--- config.mk ---
export PLATFORM = sky130hd
export DESIGN_NAME = feac_tx
export DESIGN_NICKNAME = d
export VERILOG_FILES = /design/src/rtl/feac_tx_pkg.sv /design/src/rtl/feac_tx_bitctr.sv /design/src/rtl/feac_tx_ctrl.sv /design/src/rtl/feac_tx.sv
export SDC_FILE = /design/constraint.sdc
export NUM_CORES = 1
export LEC_CHECK = 0
export ABC_CLOCK_PERIOD_IN_PS = 5300
export BUFFER_PORTS_ARGS = -buffer_cell sky130_fd_sc_hd__buf_4
export CAP_MARGIN = 20
export CORE_MARGIN = 5
export CORE_UTILIZATION = 61
export DETAILED_ROUTE_END_ITERATION = 16
export PLACE_DENSITY = 0.87
export SYNTH_ARGS = -nofsm -noshare
export SYNTH_HDL_FRONTEND = slang
export SYNTH_HIERARCHICAL = 1
export SYNTH_SLANG_ARGS = --single-unit
export TNS_END_PERCENT = 30
--- constraint.sdc ---
create_clock -name clk -period 5.3 [get_ports clk]
set_clock_uncertainty 0.2 [all_clocks]
set_input_delay 0.265 -clock clk [delete_from_list [all_inputs] [get_ports clk]]
set_output_delay 0.265 -clock clk [all_outputs]
set_load 0.05 [all_outputs]
--- src/rtl/feac_tx_pkg.sv ---
package feac_tx_pkg;
  localparam int PAY_W  = 6;
  localparam int FLAG_W = 8;
  localparam int WORD_W = FLAG_W + PAY_W + 2;
  localparam int IDX_W  = $clog2(WORD_W);

  typedef enum logic [1:0] {
    M_ONCE  = 2'b00,
    M_CONT  = 2'b01,
    M_CHAIN = 2'b10,
    M_SPARE = 2'b11
  } mode_e;

  typedef enum logic [1:0] {
    S_IDLE  = 2'b00,
    S_RUN_A = 2'b01,
    S_RUN_B = 2'b10
  } st_e;

  // Slot-order word: index 0 leaves first.
  function automatic logic [WORD_W-1:0] feac_word(input logic [PAY_W-1:0] p);
    feac_word = {1'b0, p, 1'b0, {FLAG_W{1'b1}}};
  endfunction
endpackage

--- src/rtl/feac_tx_bitctr.sv ---
module feac_tx_bitctr
  import feac_tx_pkg::*;
(
  input  logic             clk,
  input  logic             rst_n,
  input  logic             clr,
  input  logic             adv,
  output logic [IDX_W-1:0] idx,
  output logic             word_end
);
  localparam logic [IDX_W-1:0] LAST_IDX = IDX_W'(WORD_W - 1);

  assign word_end = adv && (idx == LAST_IDX);

  always_ff @(posedge clk or negedge rst_n) begin
    if (!rst_n)        idx <= '0;
    else if (clr)      idx <= '0;
    else if (word_end) idx <= '0;
    else if (adv)      idx <= idx + 1'b1;
  end

  // position frozen between strobes
  a_r3_hold_idx: assert property (@(posedge clk) disable iff (!rst_n)
    (!adv && !clr) |=> $stable(idx));
endmodule

--- src/rtl/feac_tx_ctrl.sv ---
module feac_tx_ctrl
  import feac_tx_pkg::*;
#(
  parameter int REPEAT_MIN = 10
) (
  input  logic             clk,
  input  logic             rst_n,
  input  logic             start,
  input  logic             stop,
  input  logic [1:0]       mode,
  input  logic [PAY_W-1:0] code_a,
  input  logic [PAY_W-1:0] code_b,
  input  logic             word_end,
  output logic             busy,
  output logic             load,
  output logic             done,
  output logic [PAY_W-1:0] cur_code
);
  localparam int CNT_W = $clog2(REPEAT_MIN + 1);
  localparam logic [CNT_W-1:0] LAST_REP = CNT_W'(REPEAT_MIN - 1);
  localparam logic [CNT_W-1:0] CAP_REP  = CNT_W'(REPEAT_MIN);

  function automatic logic [CNT_W-1:0] sat_inc(input logic [CNT_W-1:0] c);
    sat_inc = (c >= CAP_REP) ? CAP_REP : c + 1'b1;
  endfunction

  st_e              st, st_n;
  mode_e            mode_q;
  logic [CNT_W-1:0] rep_cnt, cnt_n;
  logic [PAY_W-1:0] code_a_q, code_b_q;
  logic             stop_req;
  logic             last_rep, reached, stop_any;

  assign busy     = (st != S_IDLE);
  assign load     = start && !busy;
  assign last_rep = (rep_cnt == LAST_REP);
  assign reached  = (rep_cnt >= LAST_REP);
  assign stop_any = stop_req || stop;
  assign cur_code = (st == S_RUN_B) ? code_b_q : code_a_q;

  always_comb begin
    st_n  = st;
    cnt_n = rep_cnt;
    done  = 1'b0;
    if (load) begin
      st_n  = S_RUN_A;
      cnt_n = '0;
    end else if (word_end) begin
      case (st)
        S_RUN_A: begin
          case (mode_q)
            M_CONT: begin
              if (reached && stop_any) begin
                st_n = S_IDLE; cnt_n = '0; done = 1'b1;
              end else cnt_n = sat_inc(rep_cnt);
            end
            M_CHAIN: begin
              if (last_rep) begin
                st_n = S_RUN_B; cnt_n = '0;
              end else cnt_n = sat_inc(rep_cnt);
            end
            default: begin
              if (last_rep) begin
                st_n = S_IDLE; cnt_n = '0; done = 1'b1;
              end else cnt_n = sat_inc(rep_cnt);
            end
          endcase
        end
        S_RUN_B: begin
          if (last_rep) begin
            st_n = S_IDLE; cnt_n = '0; done = 1'b1;
          end else cnt_n = sat_inc(rep_cnt);
        end
        default: ;
      endcase
    end
  end

  always_ff @(posedge clk or negedge rst_n) begin
    if (!rst_n) begin
      st       <= S_IDLE;
      rep_cnt  <= '0;
      mode_q   <= M_ONCE;
      code_a_q <= '0;
      code_b_q <= '0;
      stop_req <= 1'b0;
    end else begin
      st      <= st_n;
      rep_cnt <= cnt_n;
      if (load) begin
        mode_q   <= (mode_e'(mode) == M_SPARE) ? M_ONCE : mode_e'(mode);
        code_a_q <= code_a;
        code_b_q <= code_b;
      end
      if (load || done)                          stop_req <= 1'b0;
      else if (busy && stop && mode_q == M_CONT) stop_req <= 1'b1;
    end
  end

  // repeat count never passes its ceiling
  a_r4_cnt_bound: assert property (@(posedge clk) disable iff (!rst_n)
    rep_cnt <= CAP_REP);
  // a run ends only where the bit counter closes a word
  a_r5_end_on_boundary: assert property (@(posedge clk) disable iff (!rst_n)
    done |-> word_end);
  // second phase exists only in chained mode
  a_r6_phase_b_chain: assert property (@(posedge clk) disable iff (!rst_n)
    (st == S_RUN_B) |-> (mode_q == M_CHAIN));
  // a start while busy leaves the run untouched
  a_r7_busy_start: assert property (@(posedge clk) disable iff (!rst_n)
    (busy && start && !word_end) |=> (busy && $stable(mode_q) && $stable(rep_cnt)));
  // captured payloads frozen for the whole run
  a_r8_latched: assert property (@(posedge clk) disable iff (!rst_n)
    busy |=> ($stable(code_a_q) && $stable(code_b_q)));
  // pending stop exists only in continuous mode
  a_r9_stop_cont: assert property (@(posedge clk) disable iff (!rst_n)
    stop_req |-> (mode_q == M_CONT && busy));
endmodule

--- src/rtl/feac_tx.sv ---
module feac_tx
  import feac_tx_pkg::*;
#(
  parameter int REPEAT_MIN = 10
) (
  input  logic       clk,
  input  logic       rst_n,
  input  logic       slot_en,
  input  logic       start,
  input  logic       stop,
  input  logic [1:0] mode,
  input  logic [5:0] code_a,
  input  logic [5:0] code_b,
  output logic       tx_bit,
  output logic       idle
);
  logic              busy, load, done, adv, word_end;
  logic [IDX_W-1:0]  idx;
  logic [PAY_W-1:0]  cur_code;
  logic [WORD_W-1:0] cur_word;

  assign adv = slot_en && busy;

  feac_tx_ctrl #(.REPEAT_MIN(REPEAT_MIN)) u_ctrl (
    .clk(clk), .rst_n(rst_n), .start(start), .stop(stop), .mode(mode),
    .code_a(code_a), .code_b(code_b), .word_end(word_end),
    .busy(busy), .load(load), .done(done), .cur_code(cur_code)
  );

  feac_tx_bitctr u_bits (
    .clk(clk), .rst_n(rst_n), .clr(load), .adv(adv),
    .idx(idx), .word_end(word_end)
  );

  assign cur_word = feac_word(cur_code);
  assign tx_bit   = busy ? cur_word[idx] : 1'b1;
  assign idle     = !busy;

  // every run begins at the first slot bit of a word
  a_r1_word_start: assert property (@(posedge clk) disable iff (!rst_n)
    load |=> (idx == '0));
  // finishing a run returns the block to idle
  a_r2_done_idle: assert property (@(posedge clk) disable iff (!rst_n)
    done |=> (idle && tx_bit));
endmodule

# == Yosys cells after proc, flatten, opt, wreduce, memory -nomap -nowiden ==
# Index checks and enable logic that the tools add are counted.
# word_totals
regBits,25
in_bits,19
output_inout_bits,2
# classes
n_addsub,2
magnitude_cmp,3
eq_ne,9
mux,30
n_reduce_logical,16
# op_table
cell,n
$mux 4,9
$mux 2,6
$add 4x1->4 const B,2
$eq 4x4->1 const B,2
$ge 4x4->1 const B,2
$mux 1,8
$ne 4x2->1 const B,2
$pmux 2 s2,2
$pmux 4 s2,1
$eq 2x2->1 const B,3
$logic_and 1x1->1,6
$mux 6,1
$reduce_bool 2->1,3
$reduce_bool 3->1,2
$lt 4x5->1 const B,1
$bmux 1 s4,1
$eq 2x1->1 const B,2
$pmux 1 s2,2
$reduce_and 4->1,1
$logic_or 1x1->1,2
$reduce_and 2->1,1
$logic_not 1->1,1

# == Depth between registers and ports, before layout ==
# Gate-level depths: netlist of the first run.
# logic_depth
ltp_word,9
ltp_mapped,10
ltp_nobuf,10

# == By module ==
# The synthesis of the first run kept the hierarchy.
# modules_own_cells
module,n_inst,cells_each,area_per_inst_um2
feac_tx_ctrl,1,107,1214.9
feac_tx_bitctr,1,22,205.2
feac_tx,1,12,93.8

# == Worst setup path after synthesis of the first run ==
# Ideal clock, no wire load.
# synth_timing
path_kind,reg-to-output
from,register u_ctrl.st[0]
to,output tx_bit
arrival_ps,2343
setup_slack_ps,2492
stages_incl_launch_ff,7
cell_sequence,dfrtp_1 -> inv_1 -> ha_1 -> buf_4 -> mux2_2 -> a21oi_1 -> o32ai_1
# synth_via
elab_chain_len,5
# synth_rtl
element,line_no,text
"start, declared",feac_tx_ctrl.sv:27,"st_e st, st_n;"
"start signal, assigned",feac_tx_ctrl.sv:88,st <= st_n;
$eq 2x2->1,feac_tx_ctrl.sv:39,assign cur_code = (st == S_RUN_B) ? code_b_q : code_a_q;
$mux 6,feac_tx_ctrl.sv:39,
via cur_code[4],feac_tx.sv:19,logic [PAY_W-1:0] cur_code;
$bmux 1 s4,feac_tx.sv:36,assign tx_bit = busy ? cur_word[idx] : 1'b1;
$mux 1 (not written as such),feac_tx.sv:36,
$mux 1,feac_tx.sv:36,
"end, declared",feac_tx.sv:14,"output logic tx_bit,"
# The timed path passes the listed nets, and every way through them passes these cells. The select of a mux whose other input is x is not followed.

# == Final worst setup path of the first run ==
# Ends and elaborated chain as after synthesis.

==> results of run 1 <==
sequential cells by signal, indices dropped and copies added (netlist names):
signal and cells:
u_ctrl/code_a_q 6, u_ctrl/code_b_q 6, u_bits/idx 4, u_ctrl/rep_cnt 4, u_ctrl/mode_q 2, u_ctrl/st 2
u_ctrl/stop_req 1
path summary, 6_finish.rpt:
kind | to | depth (start not counted) | slack (ns)
setup reg to reg | u_ctrl/rep_cnt[2]$_DFFE_PN0P_ | 10 | 2.79
min in group asynchronous | u_ctrl/code_a_q[3]$_DFFE_PN0P_ | 2 | 0.18
hold reg to reg | u_ctrl/code_b_q[0]$_DFFE_PN0P_ | 1 | 0.34
setup / recovery | tx_bit | 7 | 2.14
max in group asynchronous | u_bits/idx[3]$_DFFE_PN0P_ | 2 | 4.48
hold / removal | u_ctrl/mode_q[0]$_DFFE_PN0P_ | 3 | 0.02
worst max-delay path, stage by stage (launching register included):
cell      delay [ns]
dfrtp_1         0.40
inv_1           0.11
ha_1            0.53
mux2_2          0.41
mux2_4          0.27
a221oi_2        0.30
o32ai_1         0.15
buf_4           0.21
metal layers:
metal / up-vias / part of all wire
met5: - / 0
met4: 0 / 0.021
met3: 8 / 0.059
met2: 55 / 0.53
met1: 615 / 0.39
li1: 581 / -
through the flow:
stage	instances	power, mW	cell area (um2)	setup slack [ns]
6_report	205	0.426	1850	2.14
5_1_grt	205	0.449	1850	2.01
4_1_cts	205	0.415	1850	2.26
3_5_place_dp	187	0.326	1680	2.62
3_3_place_gp	187	0.321	1680	2.72
2_1_floorplan	140	0.291	1510	2.49
cells in the final DEF (no fill, tap or decap), types with 2 or more instances in the layout:
| cell | n |
|---|---|
| a211oi_1 | 2 |
| a21oi_1 | 5 |
| a311oi_1 | 2 |
| a32o_1 | 2 |
| buf_4 | 20 |
| clkbuf_4 | 3 |
| dfrtp_1 | 25 |
| dlygate4sd3_1 | 14 |
| ha_1 | 10 |
| inv_1 | 10 |
| mux2_2 | 18 |
| mux2i_1 | 2 |
| nand2_1 | 8 |
| nand3_1 | 4 |
| nand3b_1 | 3 |
| nor2_1 | 8 |
| o211a_1 | 2 |
| o21ai_0 | 8 |
| o31ai_1 | 2 |
power by group:
group	switching [mW]	internal [mW]
registers	0.0264	0.204
clock network	0.0533	0.0294
logic	0.0629	0.0500
layout make-up:
cell class | instances | area, um2
multi-input combinational | 102 | 830
sequential | 25 | 626
fill | 148 | 586
timing repair buffer | 34 | 290
inverter | 10 | 37.5
tap | 30 | 37.5
clock buffer | 4 | 26.3
==> reports/results.ini, run 1 <==
[routing]
via_count = 1259
routed_wl_mm = 3.67
drtPass1Iterations = 4
viasPerCell = 6.14
wire_per_inst_um = 17.9
drcViolationCount = 0
drt_iter0_markers = 57
ant_nets = 0

[sta]
finalSetupViolCount = 0
fin_tns_setup_ns = 0
whs_ns = 0.0220
maxSlewViolCount = 0
max_freq_mhz = 317
period_needed_ns = 3.16
rsz0062_at_grt = no
slew_headroom = 0.480
finalHoldViolCount = 0
fin_crit_sh = 0.596
tightest_slew_ns = 0.779

[global_route]
track_usage = 0.242
grt_pass1_vias = 1394
grtUsageMet2 = 0.417
grt_pass1_wl_mm = 6.49
use_met3 = 0.0497
grt_busiest_layer = met2
grt.overflow.total = 0
antenna_found_initial = 0
grt_max_degree = 26
grtUsageMet1 = 0.287

[critical_path]
reg2reg_from = u_ctrl/st[0]$_DFFE_PN0P_
cp.arrival_ns = 2.69
crit_path_end_kind = primary output
cp-start-kind = flop
crit_required_ns = 4.84
criticalPathCategory = reg2out
cp-startpoint = u_ctrl/st[0]$_DFFE_PN0P_
cp_max_fo = 14

[clock_tree]
cts_buffers = 3
clockRootBuffer = clkbuf_4
clk_latency_ns = 0.31
path_clk_slew_ns = 0.13
cts_tree = yes
cts.sinks = 25
cts_buffer_depth = 2
hold_buffers = 14
h-tree-depth = 1
cts_resized = 0
post-cts-setup-buffer-count = 0

[floorplan]
initial_utilization = 0.621
row_count = 18
die_h_um = 59.8
die_w_um = 59.8
core_mm2 = 0.00243
die-area_mm2 = 0.00357
ioPinCount = 21

[placed_design]
place_congestion = 0.918
port_buffers = 20
dp_hpwl_mm = 2.25

[power]
max-vdd-ir-drop_v = 0.000329
leakage_nw = 0.929
power_density_mw_per_mm2 = 230

[synthesis]
synthCells = 140
syn_area_per_cell_um2 = 10.8
syn_nets = 169
netlist_area_mm2 = 0.00151
ys_warn_count = 6

[hold_path]
hp-start = mode[1]
hold_path_class = in2reg

[status]
status = complete, no violations

[layout]
utilization = 0.759
final_nets = 205
syn_to_final_growth_pct = 22.3
drive_above_1_share = 0.291
antenna_cells = 0

[run]
drv_cap = 0

No activity file was read; power rests on OpenSTA's default activity.
==> run 2: changes to the inputs <==
Settings changed: ABC_CLOCK_PERIOD_IN_PS 5300 to 3300, CORE_UTILIZATION 61 to 56, PLACE_DENSITY 0.87 to 0.81.
Clock period 5.3 ns to 3.3 ns, I/O delays scaled along.
==> run 2 against run 1 <==
  * Power increased by 59%
  * Register-to-register slack worse by 2.0 ns
  * Worst hold slack improved by 0.0042 ns
  * Critical path type unchanged
  * Sequential cell count stayed put
  * Non-clock buffer count rose by 2
  * Combinational power up 50%
  * Wire length down 6.9%
  * Setup slack got worse by 1.8 ns
  * Die area increased by 7.4%
==> reports/results.ini, run 2 (synthesis results as in run 1) <==
[power]
seqPwrFrac = 0.543  ; was 0.540
leakage_nw = 0.937  ; was 0.929 nW
max-vdd-ir-drop_v = 0.000451  ; was 0.000329 V
power_density_mw_per_mm2 = 363  ; was 230 mW/mm2
swShare = 0.331  ; was 0.335
pwr-share-clk = 0.207  ; was 0.194
p_int_mw = 0.453  ; was 0.283 mW
combPwrFrac = 0.251  ; was 0.265
power.switching_mw = 0.225  ; was 0.143 mW

[critical_path]
crit_path_end_kind = primary output  ; unchanged
cp_max_fo = 14  ; unchanged
criticalPathCategory = reg2out  ; unchanged
crit_required_ns = 2.93  ; was 4.84 ns
path_cells = inv_1 > ha_1 > mux2_2 > mux2_4 > a221oi_2 > o32ai_1 > buf_4  ; unchanged
crit_family = multiplexers  ; unchanged
critical_path.reg2reg.endpoint = u_ctrl/mode_q[0]$_DFFE_PN0P_  ; was u_ctrl/rep_cnt[2]$_DFFE_PN0P_
cp-start-kind = flop  ; unchanged
cp.arrival_ns = 2.63  ; was 2.69 ns
reg2reg_from = u_ctrl/st[1]$_DFFE_PN0P_  ; was u_ctrl/st[0]$_DFFE_PN0P_
cp_slowest_stage_delay_ns = 0.51  ; was 0.53 ns
critPathSlowestCell = ha_1  ; unchanged
path_buf_inv = 2  ; unchanged
rrSetupSlack_ns = 0.75  ; was 2.79 ns
worstRegToRegCells = 7  ; was 10

[clock_tree]
cts_buffers = 3  ; unchanged
clk_latency_ns = 0.32  ; was 0.31 ns
h-tree-depth = 1  ; unchanged
cts.sinks = 25  ; unchanged
clockRootBuffer = clkbuf_4  ; unchanged
cts_tree = yes  ; unchanged
post-cts-setup-buffer-count = 0  ; unchanged
path_clk_slew_ns = 0.13  ; about the same
cts_buffer_depth = 2  ; unchanged

[floorplan]
core_mm2 = 0.00252  ; was 0.00243 mm2
die-area_mm2 = 0.00384  ; was 0.00357 mm2
ioPinCount = 21  ; unchanged
die_h_um = 61.9  ; was 59.8 um
row_count = 18  ; unchanged
die_w_um = 61.9  ; was 59.8 um
initial_utilization = 0.599  ; was 0.621

[layout]
reg_top3 = u_ctrl/code_a_q x6, u_ctrl/code_b_q x6  ; unchanged
syn_to_final_growth_pct = 23.7  ; was 22.3%
fin_area_mm2 = 0.00187  ; was 0.00185 mm2
final_nets = 207  ; was 205
stdcell_count = 207  ; was 205
drive_above_1_share = 0.294  ; was 0.291
layout_commonest_cell = dfrtp_1  ; unchanged
antenna_cells = 0  ; unchanged
final_cell_mix = dfrtp_1 (25), buf_4 (20), mux2_2 (18), dlygate4sd3_1 (16)  ; was dfrtp_1 (25), buf_4 (20), mux2_2 (18), dlygate4sd3_1 (14)

[hold_path]
hold_path_class = in2reg  ; unchanged
whs_path_depth = 3  ; unchanged
hold_end = u_ctrl/stop_req$_DFFE_PN0P_  ; was u_ctrl/mode_q[0]$_DFFE_PN0P_
hp-start = stop  ; was mode[1]

[global_route]
grt.overflow.total = 0  ; unchanged
antenna_found_initial = 0  ; unchanged
grt_pass1_wl_mm = 5.69  ; was 6.49 mm
track_usage = 0.204  ; was 0.242
grt_pass1_vias = 1291  ; was 1394
grt_max_degree = 26  ; unchanged

[placed_design]
dpl_cell_area_mm2 = 0.00168  ; unchanged
place_inst = 187  ; unchanged
port_buffers = 20  ; unchanged
dp_hpwl_mm = 2.40  ; was 2.25 mm
place_congestion = 0.836  ; was 0.918

[sta]
fin_crit_sh = 0.907
slew_headroom = 0.503  ; was 0.480
fin_tns_setup_ns = 0  ; unchanged
maxSlewViolCount = 0  ; unchanged
tightest_slew_ns = 0.745  ; was 0.779 ns
period_needed_ns = 2.99
finalHoldViolCount = 0  ; unchanged
whs_ns = 0.0262  ; was 0.0220 ns
max_freq_mhz = 334
finalSetupViolCount = 0  ; unchanged
rsz0062_at_grt = no  ; unchanged

[routing]
viasPerCell = 5.95  ; was 6.14
drcViolationCount = 0  ; unchanged
wire_per_inst_um = 16.5  ; was 17.9 um
via_count = 1231  ; was 1259
routed_wl_mm = 3.42  ; was 3.67 mm
ant_nets = 0  ; unchanged
drt_iter0_markers = 43  ; was 57
drtPass1Iterations = 4  ; unchanged

[status]
status = complete, no violations  ; unchanged

[run]
drv_cap = 0  ; unchanged

[run 2: cell count changes in the layout (fill, tap and decap cells not counted), sizes merged]
cell | previous run | this run
clkinv | 0 | 1
dlygate4sd3 | 14 | 16
clkbuf | 4 | 3
[run 2: metal layers]
metal	GRT usage	wire length (um)	up-vias
met4	0.0939	82	0
met3	0.0207	134	9
met1	0.234	1330	599
li1	-	-	586
met5	0	0	-
met2	0.377	1870	37
[run 2: worst max path at each step]
stage | depth (start not counted) | end | slack (ns) | start
6_report | 7 | tx_bit | 0.31 | u_ctrl/st[0]$_DFFE_PN0P_
2_1_floorplan | 6 | tx_bit | 0.59 | u_ctrl/st[0]$_DFFE_PN0P_
3_3_place_gp | 7 | tx_bit | 0.80 | u_ctrl/st[0]$_DFFE_PN0P_
4_1_cts | 7 | tx_bit | 0.33 | u_ctrl/st[0]$_DFFE_PN0P_
3_5_place_dp | 7 | tx_bit | 0.70 | u_ctrl/st[0]$_DFFE_PN0P_
5_1_grt | 7 | tx_bit | 0.22 | u_ctrl/st[0]$_DFFE_PN0P_
[run 2: what timing repair did]
action / 4_1_cts / 5_1_grt
endpoints found under the setup margin: 0 / 0
hold endpoints to repair: 39 / 0
hold buffers: 16 / 0
gates resized for setup: 0 / 0
[run 2: tightest hold or removal path, delay by kind of cell]
kind                   cells  cell delay (ns)
buffers and inverters      1             0.08
AOI/OAI and AO/OA          1             0.13
and+or+nand+nor            1             0.14
[run 2: layout make-up]
class                           instances  area (um2)
Clock inverter                          1        5.00
Inverter                               10        37.5
Clock buffer                            3        22.5
Sequential cell                        25         626
Tap cell                               30        37.5
Multi-Input combinational cell        102         830
Timing Repair Buffer                   36         310
Fill cell                             178         654
[run 2: power groups by stage]
stage / logic, mW / clock network (mW) / registers [mW]
2_1_floorplan: 0.105 / 0 / 0.362
3_3_place_gp: 0.146 / 0 / 0.370
3_5_place_dp: 0.156 / 0 / 0.372
4_1_cts: 0.169 / 0.138 / 0.367
5_1_grt: 0.188 / 0.156 / 0.372
6_report: 0.170 / 0.140 / 0.368
[run 2: through the flow]
| step | utilization | setup WS, ns | power [mW] |
|---|---|---|---|
| after global placement | 0.666 | 0.803 | 0.516 |
| after detailed placement | 0.666 | 0.696 | 0.528 |
| final | 0.741 | 0.308 | 0.678 |
| after floorplan | - | 0.592 | 0.467 |
| after CTS | 0.741 | 0.327 | 0.674 |
| after global routing | 0.741 | 0.222 | 0.716 |
==> run 3: changes to the inputs <==
Settings changed: ABC_AREA from default to 0, CORE_UTILIZATION 56 to 55, PLACE_DENSITY 0.81 to 0.8.
==> run 3 against run 2 <==
  * Combinational power is essentially flat
  * Sequential share of layout area is essentially flat
  * Non-clock buffer count is the same
  * Critical path type unchanged
  * Core utilization shrank 4.5 points
  * Via count shrank 2.1%
  * Fmax grew 1.0%
  * Sequential power is essentially flat
  * Power shrank 0.15%
  * Largest power group unchanged
  * Critical endpoint unchanged
  * Highest routed layer unchanged
==> reports/results.ini, run 3 (synthesis results as in run 1) <==
[status]
status = complete, no violations  ; unchanged

[hold_path]
whs_path_depth = 3  ; unchanged
hp-start = stop  ; unchanged
hold_path_class = in2reg  ; unchanged
hold_end = u_ctrl/stop_req$_DFFE_PN0P_  ; unchanged

[layout]
syn_to_final_growth_pct = 23.8  ; was 23.7%
reg_top3 = u_ctrl/code_a_q x6, u_ctrl/code_b_q x6  ; unchanged
layout_commonest_cell = dfrtp_1  ; unchanged
antenna_cells = 0  ; unchanged
stdcell_count = 208  ; was 207
fin_area_mm2 = 0.00187  ; about the same
drive_above_1_share = 0.294  ; unchanged
final_cell_mix = dfrtp_1 (25), buf_4 (20), mux2_2 (18), dlygate4sd3_1 (16)  ; unchanged
utilization = 0.696  ; was 0.741
final_nets = 207  ; unchanged

[power]
finalPower_mw = 0.677  ; was 0.678 mW
seqPwrFrac = 0.543  ; about the same
power_density_mw_per_mm2 = 362  ; was 363 mW/mm2
combPwrFrac = 0.255  ; was 0.251
pwr-share-clk = 0.202  ; was 0.207
leakage_nw = 0.937  ; unchanged
p_int_mw = 0.454  ; was 0.453 mW
power.switching_mw = 0.223  ; was 0.225 mW
max-vdd-ir-drop_v = 0.000386  ; was 0.000451 V
swShare = 0.330  ; was 0.331

[critical_path]
criticalPathCategory = reg2out  ; unchanged
rrSetupSlack_ns = 0.72  ; was 0.75 ns
critical_path.reg2reg.endpoint = u_ctrl/rep_cnt[2]$_DFFE_PN0P_  ; was u_ctrl/mode_q[0]$_DFFE_PN0P_
cp-start-kind = flop  ; unchanged
crit_required_ns = 2.93  ; about the same
cp.arrival_ns = 2.60  ; was 2.63 ns
reg2reg_from = u_ctrl/st[0]$_DFFE_PN0P_  ; was u_ctrl/st[1]$_DFFE_PN0P_
worstRegToRegCells = 10  ; was 7
crit_path_end_kind = primary output  ; unchanged
cp_max_fo = 14  ; unchanged

[sta]
fin_tns_setup_ns = 0  ; unchanged
fin_crit_sh = 0.897  ; was 0.907
setup_slack_ns = 0.339  ; was 0.308 ns
finalHoldViolCount = 0  ; unchanged
slew_headroom = 0.484  ; was 0.503
max_freq_mhz = 338  ; was 334 MHz
whs_ns = 0.0292  ; was 0.0262 ns
period_needed_ns = 2.96  ; was 2.99 ns
maxSlewViolCount = 0  ; unchanged
tightest_slew_ns = 0.773  ; was 0.745 ns
rsz0062_at_grt = no  ; unchanged
finalSetupViolCount = 0  ; unchanged

[clock_tree]
cts_tree = yes  ; unchanged
clockRootBuffer = clkbuf_4  ; unchanged
post-cts-setup-buffer-count = 0  ; unchanged
hold_buffers = 16  ; unchanged
clk_latency_ns = 0.31  ; was 0.32 ns
h-tree-depth = 1  ; unchanged
cts.sinks = 25  ; unchanged
path_clk_slew_ns = 0.13  ; about the same
cts_buffer_depth = 2  ; unchanged
cts_resized = 0  ; unchanged
cts_buffers = 3  ; unchanged

[run]
drv_cap = 0  ; unchanged

[floorplan]
initial_utilization = 0.562  ; was 0.599
die-area_mm2 = 0.00389  ; was 0.00384 mm2
die_w_um = 62.4  ; was 61.9 um
die_h_um = 62.4  ; was 61.9 um
row_count = 19  ; was 18
core_mm2 = 0.00269  ; was 0.00252 mm2
ioPinCount = 21  ; unchanged

[global_route]
track_usage = 0.175  ; was 0.204
grt_pass1_vias = 1296  ; was 1291
grt_max_degree = 26  ; unchanged
grt_pass1_wl_mm = 5.75  ; was 5.69 mm
antenna_found_initial = 0  ; unchanged
grt.overflow.total = 0  ; unchanged

[routing]
wire_per_inst_um = 15.9  ; was 16.5 um
viasPerCell = 5.79  ; was 5.95
drcViolationCount = 0  ; unchanged
via_count = 1205  ; was 1231
routed_wl_mm = 3.31  ; was 3.42 mm
ant_nets = 0  ; unchanged
drtPass1Iterations = 4  ; unchanged
drt_iter0_markers = 58  ; was 43

[placed_design]
dpl_cell_area_mm2 = 0.00168  ; about the same
place_congestion = 0.844  ; was 0.836
dp_hpwl_mm = 2.37  ; was 2.40 mm
dpl_worst_slack_ns = 0.711  ; was 0.696 ns
place_inst = 188  ; was 187
port_buffers = 20  ; unchanged

run 3: how the worst max path moves through the flow:
stage | startpoint | slack (ns) | end | cells after the start
2_1_floorplan | u_ctrl/st[0]$_DFFE_PN0P_ | 0.59 | tx_bit | 6
3_3_place_gp | u_ctrl/st[0]$_DFFE_PN0P_ | 0.81 | tx_bit | 7
3_5_place_dp | u_ctrl/st[0]$_DFFE_PN0P_ | 0.71 | tx_bit | 7
4_1_cts | u_ctrl/st[0]$_DFFE_PN0P_ | 0.36 | tx_bit | 7
5_1_grt | u_ctrl/st[0]$_DFFE_PN0P_ | 0.19 | tx_bit | 7
6_report | u_ctrl/st[0]$_DFFE_PN0P_ | 0.34 | tx_bit | 7
run 3: metal layers:
layer,vias up,GRT usage,part of all wire
met1,580,0.208,0.42
met4,0,0.0610,0.0076
li1,586,-,-
met2,35,0.320,0.54
met5,-,0,0
met3,4,0.0216,0.028
run 3: cell type report:
class | count | area (um2)
inverters | 10 | 37.5
clock buffers | 3 | 22.5
fillers | 202 | 817
multi-input cells | 102 | 830
well taps | 31 | 38.8
flip-flops and latches | 25 | 626
repair buffers | 36 | 310
clock inverters | 1 | 5.00
run 3: power by group through the flow:
stage | Clock, mW | Sequential [mW] | Combinational, mW
2_1_floorplan | 0 | 0.362 | 0.105
3_3_place_gp | 0 | 0.371 | 0.146
3_5_place_dp | 0 | 0.373 | 0.154
4_1_cts | 0.138 | 0.367 | 0.171
5_1_grt | 0.153 | 0.373 | 0.189
6_report | 0.137 | 0.368 | 0.172
run 3: worst max-delay path: stages (launching register included):
cell      delay (ns)
dfrtp_1         0.41
inv_1           0.11
ha_1            0.51
mux2_2          0.40
mux2_4          0.28
a221oi_2        0.26
o32ai_1         0.12
buf_4           0.20
